[config.mk]
export PLATFORM = sky130hd
export DESIGN_NAME = spi_frame_seq
export DESIGN_NICKNAME = d
export VERILOG_FILES = /design/src/rtl/spi_frame_seq_pkg.sv /design/src/rtl/seq_cmd_latch.sv /design/src/rtl/seq_byte_ctr.sv /design/src/rtl/seq_cs_drive.sv /design/src/rtl/spi_frame_seq.sv
export SDC_FILE = /design/constraint.sdc
export NUM_CORES = 1
export LEC_CHECK = 0
export BUFFER_PORTS_ARGS = -buffer_cell sky130_fd_sc_hd__buf_2
export CAP_MARGIN = 30
export CORE_MARGIN = 2
export CORE_UTILIZATION = 35
export CTS_CLUSTER_SIZE = 12
export DETAILED_ROUTE_END_ITERATION = 6
export SYNTH_ARGS = -nofsm -noshare
export SYNTH_HDL_FRONTEND = slang
export SYNTH_SLANG_ARGS = --single-unit
[constraint.sdc]
create_clock -name clk -period 5.5 [get_ports clk]
set_clock_uncertainty 0.05 [all_clocks]
set_input_delay 0.825 -clock clk [delete_from_list [all_inputs] [get_ports clk]]
set_output_delay 0.825 -clock clk [all_outputs]
set_load 0.005 [all_outputs]
[src/rtl/spi_frame_seq_pkg.sv]
package spi_frame_seq_pkg;

   // command word field positions
   localparam int SEL_HI     = 31;
   localparam int SEL_LO     = 30;
   localparam int DUAL_BIT   = 28;
   localparam int TXONLY_BIT = 27;
   localparam int SKIP_HI    = 23;
   localparam int SKIP_LO    = 16;
   localparam int SEL_W      = SEL_HI - SEL_LO + 1;
   localparam int SKIP_W     = SKIP_HI - SKIP_LO + 1;
   localparam int CMD_W      = 32;
   localparam int LEN_MAX_W  = 16;

   typedef enum logic [1:0] {
      ST_IDLE  = 2'd0,
      ST_ISSUE = 2'd1,
      ST_WAIT  = 2'd2
   } seq_state_e;

endpackage

[src/rtl/seq_cmd_latch.sv]
module seq_cmd_latch
   import spi_frame_seq_pkg::*;
#(
   parameter int LEN_W = 16
) (
   input  logic              clk,
   input  logic              rst_n,
   input  logic              load,
   input  logic [CMD_W-1:0]  word,
   output logic [SEL_W-1:0]  sel_q,
   output logic              dual_q,
   output logic              txonly_q,
   output logic [SKIP_W-1:0] skip_q,
   output logic [LEN_W-1:0]  len_q
);

   logic unused_bits;
   assign unused_bits = ^{word[29], word[26:24], word[LEN_MAX_W-1:0]};

   always_ff @(posedge clk or negedge rst_n) begin
      if (!rst_n) begin
         sel_q    <= '0;
         dual_q   <= 1'b0;
         txonly_q <= 1'b0;
         skip_q   <= '0;
         len_q    <= '0;
      end else if (load) begin
         sel_q    <= word[SEL_HI:SEL_LO];
         dual_q   <= word[DUAL_BIT];
         txonly_q <= word[TXONLY_BIT];
         skip_q   <= word[SKIP_HI:SKIP_LO];
         len_q    <= word[LEN_W-1:0];
      end
   end

endmodule

[src/rtl/seq_byte_ctr.sv]
module seq_byte_ctr
   import spi_frame_seq_pkg::*;
#(
   parameter int LEN_W = 16
) (
   input  logic              clk,
   input  logic              rst_n,
   input  logic              clear,
   input  logic              step,
   input  logic [LEN_W-1:0]  len,
   input  logic [SKIP_W-1:0] skip,
   output logic              last,
   output logic              in_skip
);

   localparam int CW = (LEN_W > SKIP_W) ? LEN_W : SKIP_W;

   logic [LEN_W-1:0] idx;

   always_ff @(posedge clk or negedge rst_n) begin
      if (!rst_n)     idx <= '0;
      else if (clear) idx <= '0;
      else if (step)  idx <= idx + 1'b1;
   end

   assign last    = (idx == len);
   assign in_skip = (skip != '0) && (CW'(idx) < CW'(skip));

   // the byte index never runs past the programmed length
   a_r3_idx_bound: assert property (@(posedge clk) disable iff (!rst_n)
      (step && !clear) |=> (idx <= len));

endmodule

[src/rtl/seq_cs_drive.sv]
module seq_cs_drive
   import spi_frame_seq_pkg::*;
#(
   parameter int NUM_CS = 4
) (
   input  logic              active,
   input  logic [SEL_W-1:0]  sel,
   output logic [NUM_CS-1:0] cs_n
);

   for (genvar i = 0; i < NUM_CS; i++) begin : g_line
      assign cs_n[i] = !(active && (sel == SEL_W'(i)));
   end

endmodule

[src/rtl/spi_frame_seq.sv]
module spi_frame_seq
   import spi_frame_seq_pkg::*;
#(
   parameter int NUM_CS = 4,
   parameter int LEN_W  = 16
) (
   input  logic              clk,
   input  logic              rst_n,
   input  logic              cmd_valid,
   input  logic [31:0]       cmd_word,
   input  logic              tx_empty,
   input  logic              rx_full,
   input  logic              shift_done,
   output logic              busy,
   output logic [NUM_CS-1:0] cs_n,
   output logic              shift_go,
   output logic              tx_pop,
   output logic              tx_zero,
   output logic              rx_push,
   output logic              dual_o,
   output logic              done
);

   initial begin
      assert (NUM_CS >= 1 && NUM_CS <= (1 << SEL_W))
         else $error("NUM_CS out of range");
      assert (LEN_W >= 1 && LEN_W <= LEN_MAX_W)
         else $error("LEN_W out of range");
   end

   seq_state_e        state, state_nx;
   logic              accept;
   logic [SEL_W-1:0]  sel_q;
   logic              dual_q, txonly_q;
   logic [SKIP_W-1:0] skip_q;
   logic [LEN_W-1:0]  len_q;
   logic              last, in_skip;
   logic              skip_mode, need_tx, need_store, stall;
   logic              store_q;
   logic              byte_end;

   assign accept = (state == ST_IDLE) && cmd_valid;

   seq_cmd_latch #(.LEN_W(LEN_W)) u_cmd (
      .clk(clk), .rst_n(rst_n), .load(accept), .word(cmd_word),
      .sel_q(sel_q), .dual_q(dual_q), .txonly_q(txonly_q),
      .skip_q(skip_q), .len_q(len_q)
   );

   assign byte_end = (state == ST_WAIT) && shift_done;

   seq_byte_ctr #(.LEN_W(LEN_W)) u_ctr (
      .clk(clk), .rst_n(rst_n), .clear(accept), .step(byte_end && !last),
      .len(len_q), .skip(skip_q), .last(last), .in_skip(in_skip)
   );

   assign busy = (state != ST_IDLE);

   seq_cs_drive #(.NUM_CS(NUM_CS)) u_cs (
      .active(busy), .sel(sel_q), .cs_n(cs_n)
   );

   // per-byte source and sink decision
   assign skip_mode  = (skip_q != '0);
   assign need_tx    = !skip_mode || in_skip;
   assign need_store = skip_mode ? !in_skip : !txonly_q;
   assign stall      = (need_tx && tx_empty) || (need_store && rx_full);

   assign shift_go = (state == ST_ISSUE) && !stall;
   assign tx_pop   = shift_go && need_tx;
   assign tx_zero  = shift_go && !need_tx;
   assign rx_push  = byte_end && store_q;
   assign done     = byte_end && last;
   assign dual_o   = busy && dual_q && skip_mode && !in_skip;

   always_comb begin
      state_nx = state;
      case (state)
         ST_IDLE:  if (cmd_valid) state_nx = ST_ISSUE;
         ST_ISSUE: if (!stall)    state_nx = ST_WAIT;
         ST_WAIT:  if (shift_done) state_nx = last ? ST_IDLE : ST_ISSUE;
         default:  state_nx = ST_IDLE;
      endcase
   end

   always_ff @(posedge clk or negedge rst_n) begin
      if (!rst_n) begin
         state   <= ST_IDLE;
         store_q <= 1'b0;
      end else begin
         state <= state_nx;
         if (shift_go) store_q <= need_store;
      end
   end

   // transmit FIFO never popped while empty
   a_r9_no_pop_empty: assert property (@(posedge clk) disable iff (!rst_n)
      tx_pop |-> !tx_empty);

   // a byte that must be kept never starts into a full receive FIFO
   a_r10_no_store_full: assert property (@(posedge clk) disable iff (!rst_n)
      (shift_go && need_store) |-> !rx_full);

   // at most one chip select active
   a_r2_one_cs: assert property (@(posedge clk) disable iff (!rst_n)
      $onehot0(~cs_n));

   // chip selects hold steady through a frame
   a_r12_cs_steady: assert property (@(posedge clk) disable iff (!rst_n)
      (busy && !done) |=> (busy && $stable(cs_n)));

   // frame ends right after done
   a_r11_done_idle: assert property (@(posedge clk) disable iff (!rst_n)
      done |=> !busy);

   // exactly one data source per started byte
   a_r7_one_source: assert property (@(posedge clk) disable iff (!rst_n)
      shift_go |-> (tx_pop != tx_zero));

   // dual indication never during a popping byte
   a_r8_dual_zero_phase: assert property (@(posedge clk) disable iff (!rst_n)
      dual_o |-> (busy && !tx_pop));

   // receive pushes only on a completion strobe
   a_r11_push_on_done: assert property (@(posedge clk) disable iff (!rst_n)
      rx_push |-> shift_done);

endmodule

* Word-level counts from Yosys, hierarchy flattened *
Cells that the tools add are included.

word-level totals
  flip-flop bits (word level) = 47
  word-level logic and storage cells = 63
  input port bits = 38
  output and inout bits = 11

operators by class
  reduce and logical (&&, ||, !) cells = 36
  magnitude comparators = 1
  muxes and demuxes = 8
  $add $sub $neg = 1
  equality and inequality tests = 9

operators with widths
  operator                                        count
  2-to-1 mux 16 bit                               2
  logical AND 1 bit                               18
  adder 16 x 1 -> 16 bit (second input constant)  1
  == test 16 bit                                  1
  < comparator 16 x 8 -> 1 bit                    1
  zero test 1 bit                                 10
  nonzero test 8 bit                              1
  == test 2 bit (second input constant)           3
  2-to-1 mux 2 bit                                3
  inequality test 2 bit (second input constant)   3
  case mux 2 bit (3 select lines)                 1
  == test 2 x 1 -> 1 bit (second input constant)  2
  zero test 2 bit                                 2
  nonzero test 2 bit                              2
  AND reduction 3 bit                             1
  logical OR 1 bit                                2
  2-to-1 mux 1 bit                                2

* Longest topological paths before layout *
Gate-level depths: netlist (run 1).

  depth in word-level cells = 9
  depth in mapped cells = 8
  gate-level depth less buffers = 7

* Hierarchy *
A second synthesis (run 1) with hierarchy kept.

unflattened totals
  cell total of the unflattened synthesis = 243
  area, all modules = 2678.8 um^2

by module, submodules not included
  module         sequential area each (um^2)  area each (um^2)  cells an instance  instances
  seq_byte_ctr   400.4                        1194.9            138                1
  seq_cmd_latch  700.7                        1142.3            59                 1
  spi_frame_seq  75.1                         312.8             42                 1
  seq_cs_drive   0.0                          28.8              4                  1

* Worst setup path after synthesis (run 1) *
No wires, ideal clock.

  kind = reg2out
  start point = register u_ctr.idx[2]
  end point = output tx_pop
  required time = 4.625 ns
  arrival = 1.744 ns
  buffers on the path = 0
  stages on the path, launching flop included = 7
  setup slack = 2.881 ns
  cells stage by stage = dfrtp_1 ha_1 a211o_1 a31oi_1 o311a_2 mux2i_1 nor3_1

between the ends
  word-level cells in the longest chain between the ends = 9
  elaborated cells on any way between the ends = 11
  classes of those cells = order compare (1); mux (1); reduce/logical (9)

RTL lines
  what                            line                 RTL
  start, declared                 seq_byte_ctr.sv:18   logic [LEN_W-1:0] idx;
  start signal, assigned          seq_byte_ctr.sv:23   else if (step) idx <= idx + 1'b1;
  < comparator 16 x 8 -> 1 bit *  seq_byte_ctr.sv:27   assign in_skip = (skip != '0) && (CW'(idx) < CW'(skip));
  logical AND 1 bit *             seq_byte_ctr.sv:27
  zero test 1 bit                 spi_frame_seq.sv:66  assign need_store = skip_mode ? !in_skip : !txonly_q;
  2-to-1 mux 1 bit                spi_frame_seq.sv:66
  logical AND 1 bit               spi_frame_seq.sv:67  assign stall = (need_tx && tx_empty) || (need_store && rx_full);
  logical OR 1 bit                spi_frame_seq.sv:67
  zero test 1 bit                 --
  logical AND 1 bit               spi_frame_seq.sv:69  assign shift_go = (state == ST_ISSUE) && !stall;
  logical AND 1 bit *             spi_frame_seq.sv:70  assign tx_pop = shift_go && need_tx;
  end, declared                   spi_frame_seq.sv:17  output logic tx_pop,

Mark *: on every way between the ends. The rest lies on a longest branch, timed or not.

* Worst setup path after layout (run 1) *
  start point = register u_ctr.idx[6]
  end point = output tx_zero

between the ends
  word-level cells in the longest chain between the ends = 9
  elaborated cells on any way between the ends = 12
  classes of those cells = order compare (1); mux (1); reduce/logical (10)

RTL lines
  what                            line                 RTL
  < comparator 16 x 8 -> 1 bit *  seq_byte_ctr.sv:27
  logical AND 1 bit *             seq_byte_ctr.sv:27
  zero test 1 bit                 spi_frame_seq.sv:66
  2-to-1 mux 1 bit                spi_frame_seq.sv:66
  logical AND 1 bit               spi_frame_seq.sv:67
  logical OR 1 bit                spi_frame_seq.sv:67
  zero test 1 bit                 --
  logical AND 1 bit               spi_frame_seq.sv:69
  logical AND 1 bit *             spi_frame_seq.sv:71  assign tx_zero = shift_go && !need_tx;
  end, declared                   spi_frame_seq.sv:18  output logic tx_zero,

Marked as above.

==> results of run 1 <==
==> logic make-up (layout without fill, tap and decap cells) <==
kind of cell | after synthesis | after routing | share of synthesized area, %
AND/OR/NAND/NOR | 147 | 147 | 27.63
AO/OA/AOI/OAI | 47 | 47 | 11.34
buffers and inverters | 25 | 67 | 3.926
flip-flops | 47 | 47 | 46.12
multiplexers | 4 | 4 | 1.570
adder cells (fa/ha/maj) | 8 | 8 | 3.926
XOR/XNOR | 16 | 16 | 5.495
==> power by group <==
group / switching [mW] / total, mW / internal, mW
Combinational: 0.255 / 0.436 / 0.181
Sequential: 0.0954 / 0.556 / 0.461
Clock: 0.120 / 0.223 / 0.103
==> cells in the mapped netlist (2+ instances only) <==
cell / instances / share of area, %
a211o_1: 3 / 1.0
a21oi_1: 11 / 2.2
and2_1: 3 / 0.74
and3_1: 5 / 1.2
buf_2: 2 / 0.39
clkbuf_1: 10 / 1.5
dfrtp_1: 47 / 46
ha_1: 8 / 3.9
inv_1: 12 / 1.8
mux2i_1: 4 / 1.6
nand2_1: 80 / 12
nand3_1: 8 / 1.6
nand4_1: 9 / 2.2
nor2_1: 9 / 1.3
nor2b_1: 2 / 0.49
nor3_1: 5 / 0.98
nor3b_1: 3 / 0.88
nor4_1: 2 / 0.49
o211ai_1: 5 / 1.5
o21ai_0: 17 / 3.3
o31ai_1: 5 / 1.5
or3_1: 9 / 2.2
or4_1: 5 / 1.5
xnor2_1: 16 / 5.5
==> flip-flops by register name (all words and copies together), names as in the netlist <==
name and flops:
state 2, store_q 1, u_cmd.dual_q 1, u_cmd.len_q 16
u_cmd.sel_q 2, u_cmd.skip_q 8, u_cmd.txonly_q 1, u_ctr.idx 16
==> how the worst max path moves through the flow <==
stage,cells past startpoint,startpoint,slack [ns],to
6_report,6,u_ctr.idx[6]$_DFFE_PN0P_,2.22,tx_zero
5_1_grt,6,u_ctr.idx[6]$_DFFE_PN0P_,2.08,tx_zero
4_1_cts,6,u_ctr.idx[6]$_DFFE_PN0P_,2.19,tx_zero
3_5_place_dp,6,u_ctr.idx[6]$_DFFE_PN0P_,2.54,tx_zero
3_3_place_gp,6,u_ctr.idx[7]$_DFFE_PN0P_,2.54,tx_zero
2_1_floorplan,6,u_ctr.idx[2]$_DFFE_PN0P_,2.88,tx_pop
==> cell type report <==
type / count / area [µm²] / share of cell area, %
Clock inverter: 2 / 16.27 / 0.5455
Sequential cell: 47 / 1176 / 39.45
Tap cell: 99 / 123.9 / 4.154
Timing Repair Buffer: 47 / 255.2 / 8.561
Inverter: 12 / 45.04 / 1.511
Multi-Input combinational cell: 222 / 1282 / 43.01
Clock buffer: 6 / 82.58 / 2.770
==> layer usage <==
layer  part of all wire, %  vias up
li1                      -     1099
met1                    50     1011
met2                    45       50
met3                   4.2        8
met4                   1.4        0
met5                     0        -
==> worst max-delay path: cells and delay by family (launching register included) <==
kind | cells | cell delay [ns]
AO/OA/AOI/OAI | 2 | 0.82
adder cells (fa/ha/maj) | 1 | 0.34
buffers and inverters | 1 | 0.14
flip-flops | 1 | 0.49
AND/OR/NAND/NOR | 2 | 0.31
==> through the flow <==
| stage | area [µm²] | instances |
|---|---|---|
| floorplan | 2550 | 294 |
| global placement | 2863 | 426 |
| detailed placement | 2883 | 427 |
| CTS | 2982 | 435 |
| global route | 2982 | 435 |
| finish | 2982 | 435 |
==> run_summary.xml, run 1 <==
<?xml version="1.0" encoding="UTF-8"?>
<metrics>
  <group name="drt">
    <metric name="avgViaCountPerCell" unit="">4.984</metric>
    <metric name="drc" unit="">0</metric>
    <metric name="via_count" unit="">2168</metric>
    <metric name="postRouteWirelength" unit="µm">5654</metric>
    <metric name="detail_route.first_pass.iterations" unit="">4</metric>
    <metric name="drt_iter0_drc" unit="">120</metric>
    <metric name="detail-route-antenna-nets" unit="">0</metric>
    <metric name="avgRoutedWirePerCell" unit="µm">13.00</metric>
  </group>
  <group name="clock_network">
    <metric name="clk_latency" unit="ns">0.30</metric>
    <metric name="h_tree_depth_reported_by_cts" unit="">2</metric>
    <metric name="path_clk_slew" unit="ns">0.09</metric>
    <metric name="clock_path_buffers" unit="">2</metric>
    <metric name="tritoncts_clock_tree" unit="">built</metric>
    <metric name="cts_stage_hold_buffer_count" unit="">0</metric>
    <metric name="cts_resized" unit="">0</metric>
    <metric name="cts_made_buffers" unit="">5</metric>
    <metric name="cts_num_sinks" unit="">47</metric>
    <metric name="cts_root_buffer" unit="">clkbuf_8</metric>
    <metric name="postCtsSetupRepairBufs" unit="">0</metric>
  </group>
  <group name="grt">
    <metric name="gr-usage-met1" unit="%">22.51</metric>
    <metric name="number_of_antenna_violations_at_the_first_check_in_global_routing" unit="">0</metric>
    <metric name="grt_pass1_vias" unit="">2063</metric>
    <metric name="pin_count_of_the_biggest_net_entering_global_routing" unit="">46</metric>
    <metric name="grt_most_used_layer" unit="">met2</metric>
    <metric name="grt_pass1_wl" unit="µm">9735</metric>
    <metric name="gr-total-overflow" unit="">0</metric>
    <metric name="globalRouteMet2Util" unit="%">24.31</metric>
    <metric name="grt_util_met3" unit="%">2.678</metric>
    <metric name="groute.usage.overall" unit="%">15.75</metric>
  </group>
  <group name="logic_synthesis">
    <metric name="synth_cell_types" unit="">38</metric>
    <metric name="cell_area_after_synthesis" unit="mm²">0.002550</metric>
    <metric name="dominantRegCellSynth" unit="">dfrtp_1</metric>
    <metric name="syn_avg_cell_area" unit="µm²">8.673</metric>
    <metric name="syn_nets" unit="">340</metric>
    <metric name="synth-edff-count" unit="">0</metric>
    <metric name="synth_seq_cells" unit="">47</metric>
    <metric name="sequential_area_share_after_synthesis" unit="%">46.12</metric>
    <metric name="yosysWarningCount" unit="">0</metric>
    <metric name="synthCells" unit="">294</metric>
    <metric name="synth-async-reset-ratio" unit="%">100.0</metric>
  </group>
  <group name="critical_path">
    <metric name="crit_path_cell_trace" unit="">ha_1, nand4_1, o311a_2, a22oi_1, nor3b_1, buf_2</metric>
    <metric name="timing.rr.start" unit="">u_ctr.idx[2]$_DFFE_PN0P_</metric>
    <metric name="r2r_slack" unit="ns">3.31</metric>
    <metric name="path_max_fanout" unit="">8</metric>
    <metric name="r2r.worst_path.cells" unit="">6</metric>
    <metric name="endpoint_of_the_lowest_slack_register_to_register_path" unit="">state[1]$_DFFE_PN0P_</metric>
    <metric name="critPathMaxStageDelay" unit="ns">0.49</metric>
    <metric name="worst_ep_required_time" unit="ns">4.62</metric>
    <metric name="cp_slowest_cell" unit="">dfrtp_1</metric>
    <metric name="timing_worst_setup_path_type" unit="">reg -&gt; out</metric>
    <metric name="start_kind" unit="">flip-flop</metric>
    <metric name="end_kind" unit="">output port</metric>
    <metric name="critPathArrivalTime" unit="ns">2.41</metric>
  </group>
  <group name="final_layout">
    <metric name="antenna_cells" unit="">0</metric>
    <metric name="fill_cells" unit="">771</metric>
    <metric name="layout.cells.most_common_list" unit="">nand2_1 (80), dfrtp_1 (47), buf_2 (44)</metric>
    <metric name="drive_gt1_share" unit="%">17.56</metric>
    <metric name="postLayoutCoreUtil" unit="%">41.78</metric>
    <metric name="layout.nets" unit="">381</metric>
    <metric name="mostFrequentLayoutCell" unit="">nand2_1</metric>
    <metric name="area_growth_syn_to_layout" unit="%">16.93</metric>
  </group>
  <group name="power">
    <metric name="static_leakage_power" unit="nW">1.418</metric>
    <metric name="power.density" unit="mW/mm²">407.6</metric>
    <metric name="power.total" unit="mW">1.215</metric>
    <metric name="ir_drop" unit="µV">162.3</metric>
  </group>
  <group name="placed_design">
    <metric name="detailed_placement_wirelength_estimate" unit="µm">4061</metric>
    <metric name="dp_slack" unit="ns">2.543</metric>
    <metric name="portBuffers" unit="">44</metric>
    <metric name="finalWeightedCongestion" unit="">0.8083</metric>
  </group>
  <group name="floorplanning">
    <metric name="initial_core_util" unit="%">35.73</metric>
    <metric name="core_region_area" unit="mm²">0.007137</metric>
    <metric name="die_height" unit="µm">89.36</metric>
    <metric name="placement_rows" unit="">31</metric>
    <metric name="die_w" unit="µm">89.36</metric>
    <metric name="io_pins" unit="">49</metric>
    <metric name="total_die_area" unit="mm²">0.007984</metric>
  </group>
  <group name="timing">
    <metric name="setup_viol" unit="">0</metric>
    <metric name="fmaxAchievable" unit="GHz">0.3047</metric>
    <metric name="fin_hold_ws" unit="ns">0.3939</metric>
    <metric name="timing.final.hold_violations" unit="">0</metric>
    <metric name="fin_crit_sh" unit="%">59.67</metric>
    <metric name="setup_total_negative_slack" unit="ns">0</metric>
    <metric name="drv_slew" unit="">0</metric>
    <metric name="unrepaired_setup_endpoints_after_global_routing" unit="">no</metric>
    <metric name="timing.final.crit_period" unit="ns">3.282</metric>
    <metric name="tightest_slew" unit="ns">0.9518</metric>
    <metric name="worst_slack" unit="ns">2.218</metric>
    <metric name="max_slew_margin" unit="%">36.39</metric>
  </group>
  <group name="flow_run">
    <metric name="max_cap_violations" unit="">0</metric>
  </group>
  <group name="run_status">
    <metric name="run_status" unit="">finished, final reports clean</metric>
  </group>
  <group name="hold_path">
    <metric name="min-delay-path-class" unit="">in -&gt; async</metric>
  </group>
</metrics>
Note: power is estimated with default switching activity, not from simulation.
==> inputs of run 2 (changes only) <==
clock period = 3.3 ns   (was 5.5 ns; I/O delays follow)
==> run 2 against run 1 <==
Against the previous run: sequential share of layout area grew 0.083 points; via count decreased by 1.3%; critical path type unchanged; clock-buffer cell count unchanged; final cell count up 0.23%; power is 65% higher; highest routed layer unchanged; worst setup slack got worse by 1.9 ns; register-to-register slack worse by 2.2 ns; critical endpoint unchanged; sequential power increased by 66%; non-clock buffer count up 1; cell area shrank 0.21%.
==> run_summary.xml, run 2 (synthesis gave the netlist of run 1 again) <==
<?xml version="1.0" encoding="UTF-8"?>
<metrics>
  <group name="final_layout">
    <metric name="layout.nets" unit="">382</metric>
    <metric name="mostFrequentLayoutCell" unit="">nand2_1</metric>
    <metric name="antenna_cells" unit="">0</metric>
    <metric name="area_growth_syn_to_layout" unit="%">16.68</metric>
    <metric name="largest_registers" unit="">u_cmd.len_q (16), u_ctr.idx (16), u_cmd.skip_q (8)</metric>
    <metric name="multi_input_area" unit="mm²">0.001282</metric>
    <metric name="drive_gt1_share" unit="%">17.51</metric>
    <metric name="layout.cells.most_common_list" unit="">nand2_1 (80), dfrtp_1 (47), buf_2 (44)</metric>
    <metric name="regArea" unit="mm²">0.001176</metric>
    <metric name="fill_cells" unit="">766</metric>
  </group>
  <group name="power">
    <metric name="power.density" unit="mW/mm²">674.1</metric>
    <metric name="p_switching" unit="mW">0.7808</metric>
    <metric name="seqPwrFrac" unit="%">46.0</metric>
    <metric name="ir_drop" unit="µV">280.1</metric>
    <metric name="internal_power" unit="mW">1.225</metric>
    <metric name="static_leakage_power" unit="nW">1.417</metric>
    <metric name="share_clk_of_total_power" unit="%">17.2</metric>
    <metric name="power.share.switching" unit="%">38.93</metric>
    <metric name="combinationalPowerShare" unit="%">36.8</metric>
  </group>
  <group name="critical_path">
    <metric name="end_kind" unit="">output port</metric>
    <metric name="timing.rr.start" unit="">u_ctr.idx[2]$_DFFE_PN0P_</metric>
    <metric name="critPathArrivalTime" unit="ns">2.45</metric>
    <metric name="r2r_slack" unit="ns">1.16</metric>
    <metric name="worst_setup_path_startpoint" unit="">u_ctr.idx[7]$_DFFE_PN0P_</metric>
    <metric name="start_kind" unit="">flip-flop</metric>
    <metric name="path_max_fanout" unit="">7</metric>
    <metric name="worst_ep_required_time" unit="ns">2.75</metric>
    <metric name="timing_worst_setup_path_type" unit="">reg -&gt; out</metric>
  </group>
  <group name="clock_network">
    <metric name="tritoncts_clock_tree" unit="">built</metric>
    <metric name="cts_stage_hold_buffer_count" unit="">0</metric>
    <metric name="clock_path_buffers" unit="">2</metric>
    <metric name="postCtsSetupRepairBufs" unit="">0</metric>
    <metric name="cts_root_buffer" unit="">clkbuf_8</metric>
    <metric name="cts_resized" unit="">0</metric>
    <metric name="h_tree_depth_reported_by_cts" unit="">2</metric>
    <metric name="clk_latency" unit="ns">0.30</metric>
    <metric name="cts_made_buffers" unit="">5</metric>
    <metric name="cts_num_sinks" unit="">47</metric>
    <metric name="path_clk_slew" unit="ns">0.09</metric>
  </group>
  <group name="flow_run">
    <metric name="max_cap_violations" unit="">0</metric>
  </group>
  <group name="timing">
    <metric name="unrepaired_setup_endpoints_after_global_routing" unit="">no</metric>
    <metric name="timing.final.crit_period" unit="ns">2.994</metric>
    <metric name="fin_crit_sh" unit="%">90.73</metric>
    <metric name="drv_slew" unit="">0</metric>
    <metric name="tightest_slew" unit="ns">0.5164</metric>
    <metric name="fin_hold_ws" unit="ns">0.07947</metric>
    <metric name="setup_total_negative_slack" unit="ns">0</metric>
    <metric name="max_slew_margin" unit="%">65.57</metric>
    <metric name="fmaxAchievable" unit="GHz">0.3340</metric>
    <metric name="timing.final.hold_violations" unit="">0</metric>
    <metric name="setup_viol" unit="">0</metric>
  </group>
  <group name="drt">
    <metric name="postRouteWirelength" unit="µm">5702</metric>
    <metric name="avgRoutedWirePerCell" unit="µm">13.08</metric>
    <metric name="detail_route.first_pass.iterations" unit="">4</metric>
    <metric name="detail-route-antenna-nets" unit="">0</metric>
    <metric name="drc" unit="">0</metric>
    <metric name="drt_iter0_drc" unit="">116</metric>
    <metric name="via_count" unit="">2139</metric>
    <metric name="avgViaCountPerCell" unit="">4.906</metric>
  </group>
  <group name="grt">
    <metric name="grt_pass1_wl" unit="µm">9839</metric>
    <metric name="pin_count_of_the_biggest_net_entering_global_routing" unit="">46</metric>
    <metric name="grt_pass1_vias" unit="">2070</metric>
    <metric name="groute.usage.overall" unit="%">15.89</metric>
    <metric name="gr-total-overflow" unit="">0</metric>
    <metric name="number_of_antenna_violations_at_the_first_check_in_global_routing" unit="">0</metric>
  </group>
  <group name="hold_path">
    <metric name="min-delay-path-class" unit="">in -&gt; async</metric>
  </group>
  <group name="floorplanning">
    <metric name="core_region_area" unit="mm²">0.007137</metric>
    <metric name="die_height" unit="µm">89.36</metric>
    <metric name="die_w" unit="µm">89.36</metric>
    <metric name="io_pins" unit="">49</metric>
    <metric name="total_die_area" unit="mm²">0.007984</metric>
    <metric name="initial_core_util" unit="%">35.73</metric>
    <metric name="placement_rows" unit="">31</metric>
  </group>
  <group name="placed_design">
    <metric name="portBuffers" unit="">44</metric>
    <metric name="finalWeightedCongestion" unit="">0.7720</metric>
    <metric name="detailed_placement_wirelength_estimate" unit="µm">4100</metric>
  </group>
  <group name="run_status">
    <metric name="run_status" unit="">finished, final reports clean</metric>
  </group>
</metrics>
==> run 2: cell count changes in the layout (fill, tap and decap cells not counted), sizes merged <==
cell,previous run,this run
buf,47,48
==> run 2: path summary, 6_finish.rpt <==
kind                                                     to  cells past startpoint
max in group asynchronous          u_ctr.idx[6]$_DFFE_PN0P_                      2
worst max-delay path                                tx_zero                      6
min in group clk                u_cmd.len_q[11]$_DFFE_PN0P_                      3
worst min register to register     u_cmd.dual_q$_DFFE_PN0P_                      2
worst max register to register         state[1]$_DFFE_PN0P_                      6
worst min-delay path            u_cmd.len_q[11]$_DFFE_PN0P_                      1
==> run 2: critical path: stages (launching register included) <==
cell and delay (ns):
dfrtp_1 0.48, ha_1 0.34, nand4_1 0.10, o311a_2 0.44, a22oi_1 0.42, nor3b_1 0.23, buf_2 0.14
==> run 2: cell type report <==
type | count | area share [%]
repair buffers | 48 | 8.831
well taps | 99 | 4.163
multi-input cells | 222 | 43.10
clock inverters | 2 | 0.4205
flip-flops and latches | 47 | 39.53
inverters | 12 | 1.514
clock buffers | 6 | 2.439
==> run 2: through the flow <==
step / cell area [µm²] / instances / power, mW / utilization (%) / setup WS, ns
after floorplan: 2550 / 294 / 1.436 / - / 1.011
after global placement: 2870 / 427 / 1.653 / 40.22 / 0.6874
after detailed placement: 2890 / 428 / 1.687 / 40.50 / 0.6801
after CTS: 2975 / 436 / 2.034 / 41.69 / 0.3376
after global routing: 2975 / 436 / 2.190 / 41.69 / 0.2186
final: 2975 / 436 / 2.006 / 41.69 / 0.3058
==> run 2: power by group through the flow <==
stage / combinational, mW / sequential [mW] / clock, mW
2_1_floorplan: 0.544 / 0.892 / 0
3_3_place_gp: 0.723 / 0.930 / 0
3_5_place_dp: 0.750 / 0.937 / 0
4_1_cts: 0.758 / 0.923 / 0.353
5_1_grt: 0.854 / 0.953 / 0.382
6_report: 0.738 / 0.922 / 0.346
==> run 2: routing by layer <==
metal	vias to the layer above	share of wire [%]	wire length [µm]	track usage [%]
met5	-	0	0	0
met4	0	0.95	54	4.613
met3	4	3.0	172	2.955
met2	35	46	2640	25.05
met1	995	50	2834	22.40
li1	1105	-	-	-
==> inputs of run 3 (changes only) <==
CORE_ASPECT_RATIO = 0.75   (was unset)
SYNTH_HIERARCHICAL = 1   (was unset)
==> run 3 against run 2 <==
Against the previous run: worst setup slack worse by 0.17 ns; clock power is 5% lower; via count is 9.8% lower; die area rose by 4.9%; largest power group unchanged; largest cell class unchanged; critical path type unchanged; power is 8.7% higher.
==> run_summary.xml, run 3 <==
<?xml version="1.0" encoding="UTF-8"?>
<metrics>
  <group name="critical_path">
    <metric name="cp_slowest_cell" unit="">or4_1</metric>
    <metric name="crit_path_cell_trace" unit="">or4_1, a2111oi_2, nand4_1, a21oi_2, a21oi_1, o21ai_1, o21ai_1, buf_2</metric>
    <metric name="critPathArrivalTime" unit="ns">2.62</metric>
    <metric name="path_max_fanout" unit="">6</metric>
    <metric name="worstPathBufferInverterCount" unit="">1</metric>
    <metric name="end_kind" unit="">output port</metric>
    <metric name="timing_worst_setup_path_type" unit="">reg -&gt; out</metric>
    <metric name="crit_path_frequent_cell" unit="">o21ai_1</metric>
    <metric name="path_delay_family" unit="">compound AO/OA/AOI/OAI gates</metric>
    <metric name="worst_ep_required_time" unit="ns">2.75</metric>
    <metric name="start_kind" unit="">flip-flop</metric>
    <metric name="critPathMaxStageDelay" unit="ns">0.57</metric>
  </group>
  <group name="final_layout">
    <metric name="antenna_cells" unit="">0</metric>
    <metric name="finish.instance_area" unit="mm²">0.003078</metric>
    <metric name="mostFrequentLayoutCell" unit="">dfrtp_1</metric>
    <metric name="layout.nets" unit="">334</metric>
    <metric name="largest_registers" unit="">u_cmd/len_q (16), u_ctr/idx (16), u_cmd/skip_q (8)</metric>
    <metric name="final-instance-count-excl-fill" unit="">390</metric>
    <metric name="area_growth_syn_to_layout" unit="%">14.90</metric>
    <metric name="drive_gt1_share" unit="%">31.14</metric>
    <metric name="layout.cells.most_common_list" unit="">dfrtp_1 (47), buf_2 (44), xnor2_1 (25)</metric>
  </group>
  <group name="placed_design">
    <metric name="portBuffers" unit="">44</metric>
    <metric name="dp.cells" unit="">381</metric>
    <metric name="dp_slack" unit="ns">0.3816</metric>
    <metric name="detailed_place.area" unit="mm²">0.002989</metric>
    <metric name="finalWeightedCongestion" unit="">0.8501</metric>
    <metric name="detailed_placement_wirelength_estimate" unit="µm">4185</metric>
  </group>
  <group name="floorplanning">
    <metric name="die_w" unit="µm">105.0</metric>
    <metric name="die_height" unit="µm">79.77</metric>
    <metric name="core_region_area" unit="mm²">0.007365</metric>
    <metric name="io_pins" unit="">49</metric>
    <metric name="initial_core_util" unit="%">36.37</metric>
    <metric name="placement_rows" unit="">27</metric>
    <metric name="total_die_area" unit="mm²">0.008377</metric>
  </group>
  <group name="grt">
    <metric name="pin_count_of_the_biggest_net_entering_global_routing" unit="">35</metric>
    <metric name="grt_pass1_vias" unit="">1825</metric>
    <metric name="grt_pass1_wl" unit="µm">9190</metric>
    <metric name="number_of_antenna_violations_at_the_first_check_in_global_routing" unit="">0</metric>
    <metric name="gr-total-overflow" unit="">0</metric>
    <metric name="groute.usage.overall" unit="%">14.21</metric>
  </group>
  <group name="logic_synthesis">
    <metric name="synth-edff-count" unit="">0</metric>
    <metric name="sequential_area_share_after_synthesis" unit="%">43.90</metric>
    <metric name="dominantRegCellSynth" unit="">dfrtp_1</metric>
    <metric name="synth_cell_types" unit="">47</metric>
    <metric name="synth_largest_type_area_fraction" unit="%">43.90</metric>
    <metric name="synthCells" unit="">243</metric>
    <metric name="syn_nets" unit="">289</metric>
    <metric name="post_synth_most_frequent_cells" unit="">dfrtp_1 (47), xnor2_1 (25), nor2_1 (21)</metric>
    <metric name="synth-async-reset-ratio" unit="%">100.0</metric>
    <metric name="yosysMostFrequentCell" unit="">dfrtp_1</metric>
    <metric name="yosysWarningCount" unit="">6</metric>
    <metric name="syn_avg_cell_area" unit="µm²">11.02</metric>
    <metric name="cell_area_after_synthesis" unit="mm²">0.002679</metric>
    <metric name="synth_seq_cells" unit="">47</metric>
    <metric name="synth_largest_area_cell" unit="">dfrtp_1</metric>
    <metric name="synth_area_leaders" unit="">dfrtp_1 (44%), mux2_4 (11%), xnor2_1 (8.2%), ha_1 (3.7%), mux2_2 (3.4%)</metric>
  </group>
  <group name="flow_run">
    <metric name="max_cap_violations" unit="">0</metric>
  </group>
  <group name="clock_network">
    <metric name="cts_stage_hold_buffer_count" unit="">0</metric>
    <metric name="clk_latency" unit="ns">0.30</metric>
    <metric name="h_tree_depth_reported_by_cts" unit="">2</metric>
    <metric name="cts_made_buffers" unit="">5</metric>
    <metric name="tritoncts_clock_tree" unit="">built</metric>
    <metric name="clock_path_buffers" unit="">2</metric>
    <metric name="cts_root_buffer" unit="">clkbuf_8</metric>
    <metric name="path_clk_slew" unit="ns">0.08</metric>
    <metric name="cts_num_sinks" unit="">47</metric>
  </group>
  <group name="power">
    <metric name="power.density" unit="mW/mm²">708.5</metric>
    <metric name="ir_drop" unit="µV">264.5</metric>
    <metric name="static_leakage_power" unit="nW">1.367</metric>
  </group>
  <group name="hold_path">
    <metric name="min-delay-path-class" unit="">in -&gt; async</metric>
  </group>
  <group name="timing">
    <metric name="timing.final.hold_violations" unit="">0</metric>
    <metric name="setup_total_negative_slack" unit="ns">0</metric>
    <metric name="max_slew_margin" unit="%">55.80</metric>
    <metric name="timing.final.crit_period" unit="ns">3.167</metric>
    <metric name="fin_crit_sh" unit="%">95.96</metric>
    <metric name="tightest_slew" unit="ns">0.6600</metric>
    <metric name="drv_slew" unit="">0</metric>
    <metric name="fmaxAchievable" unit="GHz">0.3158</metric>
    <metric name="worst_slack" unit="ns">0.1332</metric>
    <metric name="setup_viol" unit="">0</metric>
  </group>
  <group name="drt">
    <metric name="drt_iter0_drc" unit="">110</metric>
    <metric name="drc" unit="">0</metric>
    <metric name="avgRoutedWirePerCell" unit="µm">14.21</metric>
    <metric name="detail-route-antenna-nets" unit="">0</metric>
    <metric name="avgViaCountPerCell" unit="">4.946</metric>
    <metric name="postRouteWirelength" unit="µm">5542</metric>
    <metric name="via_count" unit="">1929</metric>
    <metric name="detail_route.first_pass.iterations" unit="">4</metric>
  </group>
  <group name="run_status">
    <metric name="run_status" unit="">finished, final reports clean</metric>
  </group>
</metrics>
run 3: changes by cell type in the layout (fill, tap and decap cells not counted), moves of 8 or more:
cell / delta
nand2_1: -73
o21ai_0: -16
mux2_4: +20
nor2_1: +11
mux2_2: +8
xnor2_1: +9
run 3: path summary, 6_finish.rpt:
check	slack (ns)	to	startpoint	cells past startpoint
worst max register to register	0.65	u_ctr/idx[10]$_DFFE_PN0P_	u_ctr/idx[11]$_DFFE_PN0P_	8
max in group asynchronous	2.69	u_cmd/len_q[4]$_DFFE_PN0P_	rst_n	2
min in group clk	0.37	u_cmd/skip_q[1]$_DFFE_PN0P_	cmd_word[17]	2
worst min register to register	0.49	u_cmd/dual_q$_DFFE_PN0P_	u_cmd/dual_q$_DFFE_PN0P_	1
worst max-delay path	0.13	shift_go	u_ctr/idx[12]$_DFFE_PN0P_	8
worst min-delay path	0.02	u_cmd/skip_q[1]$_DFFE_PN0P_	rst_n	1
run 3: kinds of logic (layout without fill, tap and decap cells):
| family | count (synthesis) | after routing | share of synthesized area (%) |
|---|---|---|---|
| AO/OA/AOI/OAI | 29 | 29 | 7.566 |
| multiplexers | 29 | 29 | 14.95 |
| XOR/XNOR | 27 | 27 | 8.828 |
| buffers and inverters | 26 | 72 | 5.184 |
| flip-flops | 47 | 47 | 43.90 |
| AND/OR/NAND/NOR | 77 | 77 | 15.83 |
| adder cells (fa/ha/maj) | 8 | 8 | 3.737 |
run 3: what timing repair did:
action | 4_1_cts | 5_1_grt
endpoints found under the setup margin | 0 | 1
resized for setup | 0 | 1
buffers inserted | 0 | 1
run 3: report_power, final:
group,internal [mW],switching [mW],leakage (nW)
sequential,0.780,0.218,0.590
combinational,0.510,0.342,0.736
clock,0.149,0.182,0.0422
run 3: worst register-to-register path: stages, from the launching register on:
cell,delay [ns]
dfrtp_1,0.46
xnor2_1,0.19
nand4_1,0.14
nor4_1,0.48
nor2_1,0.24
o211ai_1,0.60
nor3_1,0.14
xnor2_1,0.18
nor2_1,0.05
run 3: layer usage:
layer	vias up	global-route usage (%)	share of wire (%)
met2	36	19.61	40
met3	10	3.265	3.2
met1	927	21.52	55
met5	-	0	0
li1	956	-	-
met4	0	4.800	1.6
run 3: cell type report:
class,count,area [µm²]
clock buffers,7,76.32
inverters,16,60.06
repair buffers,48,262.8
well taps,101,126.4
flip-flops and latches,47,1176
multi-input cells,170,1371
clock inverters,1,5.005
fillers,766,4287
run 3: per-stage QoR:
step / total power [mW] / utilization (%) / hold slack, ns
after global routing: 2.343 / 41.79 / 0.03635
after floorplan: 1.655 / - / 0.1494
after global placement: 1.833 / 40.32 / 0.4376
after detailed placement: 1.858 / 40.59 / 0.3619
final: 2.181 / 41.79 / 0.02437
after CTS: 2.201 / 41.69 / 0.02983
